**src/rtl/alu_pkg.sv**
```systemverilog
// Shared constants for the interleaved ALU: opcode width and opcode values.
// Assumes a 4-bit opcode field; codes not listed decode to an all-zero result.
package alu_pkg;
    localparam int OP_W = 4;

    localparam logic [OP_W-1:0] OP_ADD   = 4'b0000;
    localparam logic [OP_W-1:0] OP_SUB   = 4'b0001;
    localparam logic [OP_W-1:0] OP_EQ    = 4'b0010;
    localparam logic [OP_W-1:0] OP_NE    = 4'b0011;
    localparam logic [OP_W-1:0] OP_XOR   = 4'b0100;
    localparam logic [OP_W-1:0] OP_NOR   = 4'b0101;
    localparam logic [OP_W-1:0] OP_OR    = 4'b0110;
    localparam logic [OP_W-1:0] OP_AND   = 4'b0111;
    localparam logic [OP_W-1:0] OP_PASSA = 4'b1000;
    localparam logic [OP_W-1:0] OP_PASSB = 4'b1001;
    localparam logic [OP_W-1:0] OP_NAND  = 4'b1010;
endpackage

```
**src/rtl/alu_core.sv**
```systemverilog
// Combinational ALU lane. It turns one registered operation into a result word
// and three flags. It assumes its inputs hold steady for the whole lane window.
module alu_core
    import alu_pkg::*;
#(
    parameter int WIDTH = 16
) (
    input  logic [WIDTH-1:0] a,
    input  logic [WIDTH-1:0] b,
    input  logic [OP_W-1:0]  op,
    input  logic             cin,
    output logic [WIDTH-1:0] res,
    output logic             cout,
    output logic             zero,
    output logic             cmp
);
    logic [WIDTH:0] sum_w;
    logic [WIDTH:0] dif_w;

    // Wide add and subtract; bit WIDTH carries the carry or the borrow.
    always_comb begin
        sum_w = {1'b0, a} + {1'b0, b} + {{WIDTH{1'b0}}, cin};
        dif_w = {1'b0, a} - {1'b0, b} - {{WIDTH{1'b0}}, cin};
    end

    // Opcode decode into result and flags.
    always_comb begin
        res  = '0;
        cout = 1'b0;
        cmp  = 1'b0;
        case (op)
            OP_ADD:   begin res = sum_w[WIDTH-1:0]; cout = sum_w[WIDTH]; end
            OP_SUB:   begin res = dif_w[WIDTH-1:0]; cout = dif_w[WIDTH]; end
            OP_EQ:    cmp = (a == b);
            OP_NE:    cmp = (a != b);
            OP_XOR:   res = a ^ b;
            OP_NOR:   res = ~(a | b);
            OP_OR:    res = a | b;
            OP_AND:   res = a & b;
            OP_PASSA: res = a;
            OP_PASSB: res = b;
            OP_NAND:  res = ~(a & b);
            default:  res = '0;
        endcase
        zero = (res == '0);
    end
endmodule

```
**src/rtl/lane_reg.sv**
```systemverilog
// Operand register for one lane. It loads only in its own phase slot and holds
// otherwise. It assumes the phase generator asserts its load for one clock in every LANES.
module lane_reg #(
    parameter int DW = 38
) (
    input  logic          clk,
    input  logic          rst_n,
    input  logic          load,
    input  logic [DW-1:0] d,
    output logic [DW-1:0] q
);
    // Clear on reset; capture the incoming operation in this lane's slot.
    always_ff @(posedge clk) begin
        if (!rst_n)    q <= '0;
        else if (load) q <= d;
    end
endmodule

```
**src/rtl/phase_gen.sv**
```systemverilog
// Phase generator. A free-running counter yields the output selector and one
// one-hot load enable per lane. It assumes LANES is a power of two, at least 2.
module phase_gen #(
    parameter int LANES = 4,
    localparam int SEL_W = $clog2(LANES)
) (
    input  logic             clk,
    input  logic             rst_n,
    output logic [SEL_W-1:0] sel,
    output logic [LANES-1:0] lane_en
);
    // Count slots; wraps naturally because LANES is a power of two.
    always_ff @(posedge clk) begin
        if (!rst_n) sel <= '0;
        else        sel <= sel + 1'b1;
    end

    // Decode the count into one enable per lane.
    for (genvar g = 0; g < LANES; g++) begin : g_en
        assign lane_en[g] = (sel == g[SEL_W-1:0]);
    end
endmodule

```
**src/rtl/interleaved_alu.sv**
```systemverilog
// Top of the interleaved ALU. Issue slots are spread round-robin over LANES
// operand registers, each feeding its own combinational ALU. A selector that
// follows the same counter picks the lane about to reload, and a full-rate
// output register captures it. Latency is LANES+1 clocks from presentation.
module interleaved_alu
    import alu_pkg::*;
#(
    parameter int WIDTH = 16,
    parameter int LANES = 4
) (
    input  logic             clk,
    input  logic             rst_n,
    input  logic             in_valid,
    input  logic [WIDTH-1:0] in_a,
    input  logic [WIDTH-1:0] in_b,
    input  logic [OP_W-1:0]  in_op,
    input  logic             in_cin,
    output logic             out_valid,
    output logic [WIDTH-1:0] out_result,
    output logic             out_cout,
    output logic             out_zero,
    output logic             out_cmp
);
    localparam int SEL_W = $clog2(LANES);
    localparam int DW    = 2 * WIDTH + OP_W + 2;

    logic [SEL_W-1:0] sel;
    logic [LANES-1:0] lane_en;
    logic [DW-1:0]    pack_in;
    logic [DW-1:0]    lane_q   [LANES];
    logic [WIDTH-1:0] lane_res [LANES];
    logic             lane_vld [LANES];
    logic             lane_co  [LANES];
    logic             lane_z   [LANES];
    logic             lane_cmp [LANES];

    phase_gen #(.LANES(LANES)) u_phase (
        .clk(clk), .rst_n(rst_n), .sel(sel), .lane_en(lane_en)
    );

    assign pack_in = {in_valid, in_cin, in_op, in_a, in_b};

    for (genvar g = 0; g < LANES; g++) begin : g_lane
        lane_reg #(.DW(DW)) u_reg (
            .clk(clk), .rst_n(rst_n), .load(lane_en[g]),
            .d(pack_in), .q(lane_q[g])
        );
        alu_core #(.WIDTH(WIDTH)) u_alu (
            .a   (lane_q[g][2*WIDTH-1:WIDTH]),
            .b   (lane_q[g][WIDTH-1:0]),
            .op  (lane_q[g][2*WIDTH+OP_W-1:2*WIDTH]),
            .cin (lane_q[g][2*WIDTH+OP_W]),
            .res (lane_res[g]),
            .cout(lane_co[g]),
            .zero(lane_z[g]),
            .cmp (lane_cmp[g])
        );
        assign lane_vld[g] = lane_q[g][DW-1];
    end

    // Capture the lane whose window closes in this slot; clear on reset.
    always_ff @(posedge clk) begin
        if (!rst_n) begin
            out_valid  <= 1'b0;
            out_result <= '0;
            out_cout   <= 1'b0;
            out_zero   <= 1'b0;
            out_cmp    <= 1'b0;
        end else begin
            out_valid  <= lane_vld[sel];
            out_result <= lane_res[sel];
            out_cout   <= lane_co[sel];
            out_zero   <= lane_z[sel];
            out_cmp    <= lane_cmp[sel];
        end
    end
endmodule

```
**config.mk**
```make
export PLATFORM = sky130hd
export DESIGN_NAME = interleaved_alu
export DESIGN_NICKNAME = d
export VERILOG_FILES = /design/src/rtl/alu_pkg.sv /design/src/rtl/alu_core.sv /design/src/rtl/lane_reg.sv /design/src/rtl/phase_gen.sv /design/src/rtl/interleaved_alu.sv
export SDC_FILE = /design/constraint.sdc
export NUM_CORES = 1
export LEC_CHECK = 0
export BUFFER_PORTS_ARGS = -buffer_cell sky130_fd_sc_hd__clkbuf_2
export CAP_MARGIN = 25
export CORE_MARGIN = 2
export CORE_UTILIZATION = 45
export CTS_CLUSTER_SIZE = 28
export DETAILED_ROUTE_END_ITERATION = 7
export SLEW_MARGIN = 20
export SYNTH_ARGS = -nofsm -noshare
export SYNTH_HDL_FRONTEND = slang
export SYNTH_SLANG_ARGS = --single-unit
export TNS_END_PERCENT = 100
```
**constraint.sdc**
```tcl
create_clock -name clk -period 4.44 [get_ports clk]
set_input_delay 0.888 -clock clk [delete_from_list [all_inputs] [get_ports clk]]
set_output_delay 0.888 -clock clk [all_outputs]
set_load 0.05 [all_outputs]
```
==> flow_summary_export.csv, run 1 <==
group,metric,value,unit
pwr,seq_power_share,28.3,%
hold_path,hold_path_startpoint,"g_lane[3].u_reg.q[37]",
setup_path,cp.buffers_inverters,1,
sta,timing.clock.skew,0.0161,ns
setup_path,critPathTopFamily,"simple AND/OR/NAND/NOR gates",
route,drt_pre_antenna_iters,6,
placed_design,dp_worst_setup_slack,0.212,ns
placed_design,port-buffer-count,59,
logic_synthesis,synth_compound_area_share,23.1,%
setup_path,crit_path_start,"g_lane[3].u_reg.q[1]",
placed_design,post_place_cell_area,21200,um^2
grt,grt_start_max_net_pins,71,
grt,first_global_vias,18300,
logic_synthesis,synth_warnings,0,
placed_design,routabilityCongestion,0.980,
setup_path,worst_ep_arrival_time,4.62,ns
clock_network,clock_tree.htree_level_count,4,
clock_network,ctsHoldBuffers,0,
logic_synthesis,synthSimpleGateAreaFrac,19.8,%
logic_synthesis,postSynth.asyncResetShare,0,%
pwr,netSwitchingFraction,43.5,%
layout,share_of_cells_above_drive_strength_1,9.41,%
logic_synthesis,mux_contribution_to_synthesized_area,11.4,%
clock_network,clock_insertion_delay_worst_skew,0.50,ns
floorplanning,dieWidth,215,um
sta,post-route-period-util,94.7,%
floorplanning,rows,77,
pwr,p_switching,2840,uW
sta,period_minus_slack,4.21,ns
sta,grt_setup_unrepaired,"false",
logic_synthesis,yosys.area_share.adder,17.3,%
route,final_antenna_net_count,0,
clock_network,cts.clk_slew.worst_paths,0.07,ns
setup_path,startpoint_type,"register",
sta,drv_slew,0,
pwr,internal_portion_of_total_power,3690,uW
pwr,power_density,299,nW/um^2
route,wl_per_cell,24.4,um
pwr,power_frac_clock,24.5,%
logic_synthesis,post_synth_instance_area,20100,um^2
outcome,status,"finished, final reports clean",
logic_synthesis,dominant_synthesized_flop_cell,"dfxtp_1",
grt,wire_length_of_the_first_global_routing_pass,115000,um
route,drt-total-wl,76700,um
setup_path,timing.rr.start,"g_lane[3].u_reg.q[1]",
grt,antenna_found_initial,6,
logic_synthesis,ys_seq_area_share,17.4,%
sta,final.setup.tns,0,ns
clock_network,tritoncts.num_buffers,17,
placed_design,hpwlAfterDp,57700,um
clock_network,cts_tree,"done",
floorplanning,top_level_ports,60,
logic_synthesis,number_of_distinct_standard_cells_referenced_by_the_synthesized_netlist,88,
logic_synthesis,ys_ff_latch,174,
sta,tightestPinTransition,1.04,ns
logic_synthesis,syn_inst,2534,
setup_path,critical_path_required,4.85,ns
pwr,power_after_layout,6520,uW
setup_path,critical_path.max_fanout,4,
job,cap_violations,0,
setup_path,critical-path-slowest-cell,"nor4_1",
clock_network,cts.path.max_buffers,2,
setup_path,critical_path_class,"reg2reg",
floorplanning,floorplan.initialDensity,45.5,%
floorplanning,core-area,44100,um^2
sta,maxClockFrequency,238,MHz
layout,area_growth,8.54,%
route,drt-initial-drc-count,2032,
pwr,pwr-share-comb,47.2,%
sta,timing_hold_violations_final,0,
route,vias,19600,
pwr,max-vdd-ir-drop,0.293,mV
route,post-route-drc-count,0,
hold_path,hold_class,"reg2reg",
setup_path,crit_path_max_incr_delay,0.61,ns
logic_synthesis,dominant_combinational_cell_family_by_area_after_synthesis,"compound AO/OA/AOI/OAI gates",
sta,worst_slack,0.234,ns
setup_path,critical_path.cell_chain,"inv_1 > ha_1 > a211oi_1 > nor4_1 > nor4_1 > o21ai_0 > o2111ai_1 > mux2i_1 > a211oi_1 > nor3b_1 > or4b_1 > a32oi_1",
setup_path,setup.worst_path.end_class,"register",
logic_synthesis,post_synth_xor_area_fraction,3.40,%
sta,setup_viol,0,
logic_synthesis,syn-num-nets,2842,
grt,global_route_congestion_overflow_total,0,
pwr,p_leak,0.00849,uW
route,drt-vias-per-instance,6.23,
sta,timing.max_slew.rel_slack,30.6,%
layout,design_area,21800,um^2
layout,finalNetCount,2845,
logic_synthesis,number_of_flops_mapped_to_enable_cells_by_yosys,0,
grt,total_routing_usage_reported_by_global_routing,32.7,%
clock_network,cts_num_sinks,174,
logic_synthesis,synth.avg_cell_area,7.92,um^2
clock_network,root_buffer,"clkbuf_16",
floorplanning,fp.dieArea,46300,um^2
floorplanning,floorplan.die.height,215,um
kinds of logic (layout without fill, tap and decap cells):
kind of cell,Yosys count,count (layout)
muxes,213,213
and+or+nand+nor,731,731
adders and majority gates,268,268
xor gates and xnor gates,78,78
AOI/OAI and AO/OA,676,676
DFF,174,174
buffers and inverters,394,410
other,0,5
flip-flops by register name, indices dropped and copies added, names as in the netlist:
| name | cells |
|---|---|
| g_lane.u_reg.q | 152 |
| out_cout | 1 |
| out_cmp | 1 |
| out_valid | 1 |
| out_zero | 1 |
| u_phase.sel | 2 |
| out_result | 16 |
worst paths after layout:
kind,endpoint,slack [ns],depth (start not counted)
worst max-delay path,out_zero,0.23,12
worst min-delay path,g_lane[3].u_reg.q[37],0.52,2
worst max register to register,out_zero,0.23,12
worst min register to register,g_lane[3].u_reg.q[37],0.52,2
cells in the mapped netlist, drive strengths merged (14+ instances only):
cell | count | area share, %
mux2i | 193 | 9.6
a21oi | 134 | 3.3
and3 | 14 | 0.44
o21bai | 14 | 0.52
inv | 234 | 4.4
xor2 | 30 | 1.3
o221ai | 23 | 1.0
dfxtp | 174 | 17
a21o | 26 | 0.97
ha | 252 | 16
or3 | 17 | 0.53
nand3b | 19 | 0.73
nand3 | 43 | 1.1
a32oi | 20 | 0.87
fa | 16 | 1.6
and2 | 15 | 0.47
buf | 43 | 1.1
a22oi | 32 | 1.2
nor2b | 179 | 5.6
o21ai | 119 | 3.0
a221oi | 23 | 1.0
a31oi | 27 | 0.84
o211ai | 33 | 1.2
clkbuf | 116 | 2.2
xnor2 | 48 | 2.1
a211oi | 45 | 1.7
nor4 | 34 | 1.1
o22ai | 38 | 1.2
nand2 | 106 | 2.0
o21a | 22 | 0.82
nor3b | 19 | 0.71
nor3 | 51 | 1.3
nor2 | 141 | 2.6
nand4 | 15 | 0.47
nand2b | 40 | 1.2
final cells by class:
| class | count | area, um^2 |
|---|---|---|
| Tap cell | 592 | 741 |
| Antenna cell | 5 | 12.5 |
| Timing Repair Buffer | 143 | 963 |
| Sequential cell | 174 | 3490 |
| Clock buffer | 20 | 457 |
| Multi-Input combinational cell | 1966 | 15100 |
| Fill cell | 4449 | 22300 |
| Inverter | 235 | 882 |
| Clock inverter | 12 | 126 |
metal layers:
metal / vias to the layer above / share of wire (%) / GRT usage [%]
li1: 9172 / - / -
met1: 9488 / 45 / 45.6
met2: 793 / 43 / 49.7
met3: 145 / 7.2 / 5.14
met4: 2 / 4.0 / 14.0
met5: - / 0.017 / 0
power by group through the flow:
stage | clock, uW | sequential [uW] | combinational [uW]
final | 1600 | 1850 | 3080
after global routing | 1690 | 1860 | 3320
after CTS | 1630 | 1840 | 3020
after detailed placement | 0 | 1880 | 3000
after global placement | 0 | 1870 | 2990
after floorplan | 0 | 1890 | 2020
stage by stage:
stage / utilization, % / std cells / hold WS (ns)
floorplan: - / 2534 / 0.477
global placement: 48.0 / 3109 / 0.493
detailed placement: 48.0 / 3110 / 0.501
CTS: 49.3 / 3142 / 0.520
global route: 49.4 / 3142 / 0.543
finish: 49.4 / 3147 / 0.521
layout by cell type (no fill, tap or decap), drive strengths merged, types with 48 or more instances in the layout:
cell type  netlist  final
o21ai          119    119
clkbuf         116     78
buf             43     85
nor2b          179    179
inv            234    238
dfxtp          174    174
xnor2           48     48
nor3            51     51
nand2          106    106
mux2i          193    193
a21oi          134    134
nor2           141    141
ha             252    252
worst reg2reg max path: cells and delay by family, from the launching register on:
kind / cells / cell delay (ns)
adder cells (fa/ha/maj): 1 / 0.41
AND/OR/NAND/NOR: 4 / 1.53
AO/OA/AOI/OAI: 5 / 1.51
buffers and inverters: 1 / 0.15
multiplexers: 1 / 0.14
flip-flops: 1 / 0.40
repair_timing:
action	in CTS	in global routing
setup endpoints to repair	0	1
resized for setup	0	9
setup buffers	0	0
Note: power is estimated with default switching activity, not from simulation.
==> run 2: changes to the inputs <==
- CORE_UTILIZATION: 45 -> 65
- HOLD_SLACK_MARGIN: unset -> 0.08
- PLACE_DENSITY: unset -> 0.83
==> run 2 against run 1 <==
Compared with the run above: worst hold slack better by 0.020 ns; final area down 1.9%; sequential cell count unchanged; core utilization up 21 points; clock skew down 0.0011 ns; largest power group unchanged; maximum frequency up 0.58%; highest routed layer unchanged; final cell count down 6.7%; register-to-register slack better by 0.02 ns; non-clock buffer count down 14; via count up 1.7%; routed wire length down 6.7%.
==> flow_summary_export.csv, run 2 (synthesized netlist as in run 1, its figures left out) <==
group,metric,value,unit
outcome,status,"finished, final reports clean",
layout,area_growth,6.43,%
placed_design,port-buffer-count,59,
setup_path,startpoint_type,"register",
placed_design,hpwlAfterDp,53300,um
clock_network,root_buffer,"clkbuf_16",
setup_path,timing.rr.start,"g_lane[3].u_reg.q[4]",
clock_network,post_cts_resize_count,0,
floorplanning,top_level_ports,60,
setup_path,cp.buffers_inverters,1,
clock_network,cts_num_sinks,174,
setup_path,crit_path_max_incr_delay,0.45,ns
sta,timing_hold_violations_final,0,
sta,drv_slew,0,
route,final_antenna_net_count,0,
clock_network,ctsHoldBuffers,0,
setup_path,critical-path-slowest-cell,"or4b_1",
grt,wire_length_of_the_first_global_routing_pass,109000,um
setup_path,critical_path_required,4.82,ns
sta,post-route-period-util,94.2,%
setup_path,worst_ep_arrival_time,4.57,ns
route,drt_pre_antenna_iters,7,
hold_path,worstHoldEndpoint,"g_lane[3].u_reg.q[23]",
clock_network,tritoncts.num_buffers,17,
floorplanning,rows,64,
floorplanning,floorplan.initialDensity,65.8,%
sta,tightestPinTransition,1.02,ns
sta,period_minus_slack,4.18,ns
job,cap_violations,0,
layout,layout.cells.most_common,"ha_1",
sta,worst_slack,0.258,ns
pwr,p_leak,0.00840,uW
layout,share_of_cells_above_drive_strength_1,8.48,%
clock_network,cts_tree,"done",
floorplanning,dieWidth,180,um
grt,first_global_vias,18600,
route,wl_per_cell,24.4,um
setup_path,reg2reg_path_depth,13,
clock_network,cts.clk_slew.worst_paths,0.08,ns
sta,grt_setup_unrepaired,"false",
floorplanning,fp.dieArea,32300,um^2
route,drt-initial-drc-count,2010,
setup_path,setup.worst_path.end_class,"register",
clock_network,clock_insertion_delay_worst_skew,0.46,ns
layout,finalNetCount,2831,
layout,most-common-layout-cells,"248 x ha_1, 232 x inv_1, 193 x mux2i_1, 177 x nor2b_1, 171 x dfxtp_1",
sta,final.setup.tns,0,ns
sta,maxClockFrequency,239,MHz
hold_path,hold_critical_path_depth,2,
layout,reg.largest.list,"g_lane.u_reg.q (152), out_result (16), u_phase.sel (2)",
pwr,max-vdd-ir-drop,0.332,mV
setup_path,timing.rr.end,"out_zero",
layout,max_flop_register,"g_lane.u_reg.q",
grt,global_route_congestion_overflow_total,0,
route,vias,19900,
clock_network,clock_tree.htree_level_count,4,
placed_design,dp_worst_setup_slack,0.431,ns
setup_path,critical_path.max_fanout,8,
layout,flip_flop_count_of_the_largest_register_after_layout,152,
sta,timing.clock.skew,0.0150,ns
setup_path,critical_path_depth,13,
hold_path,hold_class,"reg2reg",
clock_network,cts.path.max_buffers,2,
hold_path,hold_path_startpoint,"g_lane[3].u_reg.q[23]",
route,post-route-drc-count,0,
setup_path,timing.critical_path.mode_cell,"ha_1",
setup_path,crit_path_start,"g_lane[3].u_reg.q[4]",
grt,antenna_found_initial,2,
pwr,power_density,299,nW/um^2
setup_path,critPathTopFamily,"compound AO/OA/AOI/OAI gates",
route,drt-vias-per-instance,6.79,
sta,timing.max_slew.rel_slack,31.6,%
setup_path,critical_path.cell_chain,"inv_1 > ha_1 > ha_1 > nor4_1 > a211oi_1 > a221oi_1 > a21oi_1 > a311oi_1 > xor2_1 > o221ai_1 > nor3b_1 > or4b_1 > a32oi_1",
clock_network,number_of_buffers_inserted_to_repair_setup_after_cts,0,
placed_design,routabilityCongestion,1.04,
floorplanning,core-area,30500,um^2
floorplanning,floorplan.die.height,180,um
grt,total_routing_usage_reported_by_global_routing,43.0,%
sta,setup_viol,0,
setup_path,setup.reg_to_reg.worst_slack,0.26,ns
grt,grt_start_max_net_pins,88,
route,drt-total-wl,71600,um
setup_path,critical_path_class,"reg2reg",
==> run 2: cell count changes in the layout (fill, tap and decap cells not counted), sizes merged <==
cell	delta
inv	+1
buf	-14
clkbuf	-1
==> run 2: worst max-delay path by stage <==
| stage | slack (ns) | endpoint |
|---|---|---|
| 3_3_place_gp | 0.49 | out_zero |
| 6_report | 0.26 | out_zero |
| 4_1_cts | 0.38 | out_zero |
| 2_1_floorplan | 0.81 | out_zero |
| 5_1_grt | 0.06 | out_zero |
| 3_5_place_dp | 0.43 | out_zero |
==> run 2: metal layers <==
metal	track usage (%)	up-vias	share of wire, %
met2	66.0	1121	43
li1	-	9129	-
met5	0	-	0.018
met4	20.8	2	5.3
met3	10.8	231	11
met1	56.3	9452	41
==> run 2: layout make-up <==
cell class	count	area, um^2
antenna	5	12.5
clock buffer	19	433
tap	396	495
sequential	174	3490
inverter	235	882
clock inverter	13	130
multi-input combinational	1966	15100
timing repair buffer	129	846
fill	2541	9140
==> run 2: power breakdown <==
group / switching (uW) / internal, uW
clock: 743 / 785
combinational: 1850 / 1160
sequential: 168 / 1670
==> run 2: tightest hold or removal path, cell delays in order, from the launching register on <==
cell and delay [ns]:
dfxtp_1 0.33, mux2i_1 0.12, nor2b_1 0.05
==> run 2: metrics by stage <==
| step | cell area, um^2 | total power, uW | hold WS [ns] | cells | util (%) |
|---|---|---|---|---|---|
| floorplan | 20100 | 3910 | 0.477 | 2534 | - |
| global placement | 20800 | 4710 | 0.492 | 2899 | 68.1 |
| detailed placement | 20800 | 4760 | 0.527 | 2900 | 68.1 |
| CTS | 21400 | 6270 | 0.542 | 2932 | 70.0 |
| global route | 21400 | 6640 | 0.569 | 2932 | 70.0 |
| finish | 21400 | 6380 | 0.541 | 2937 | 70.0 |
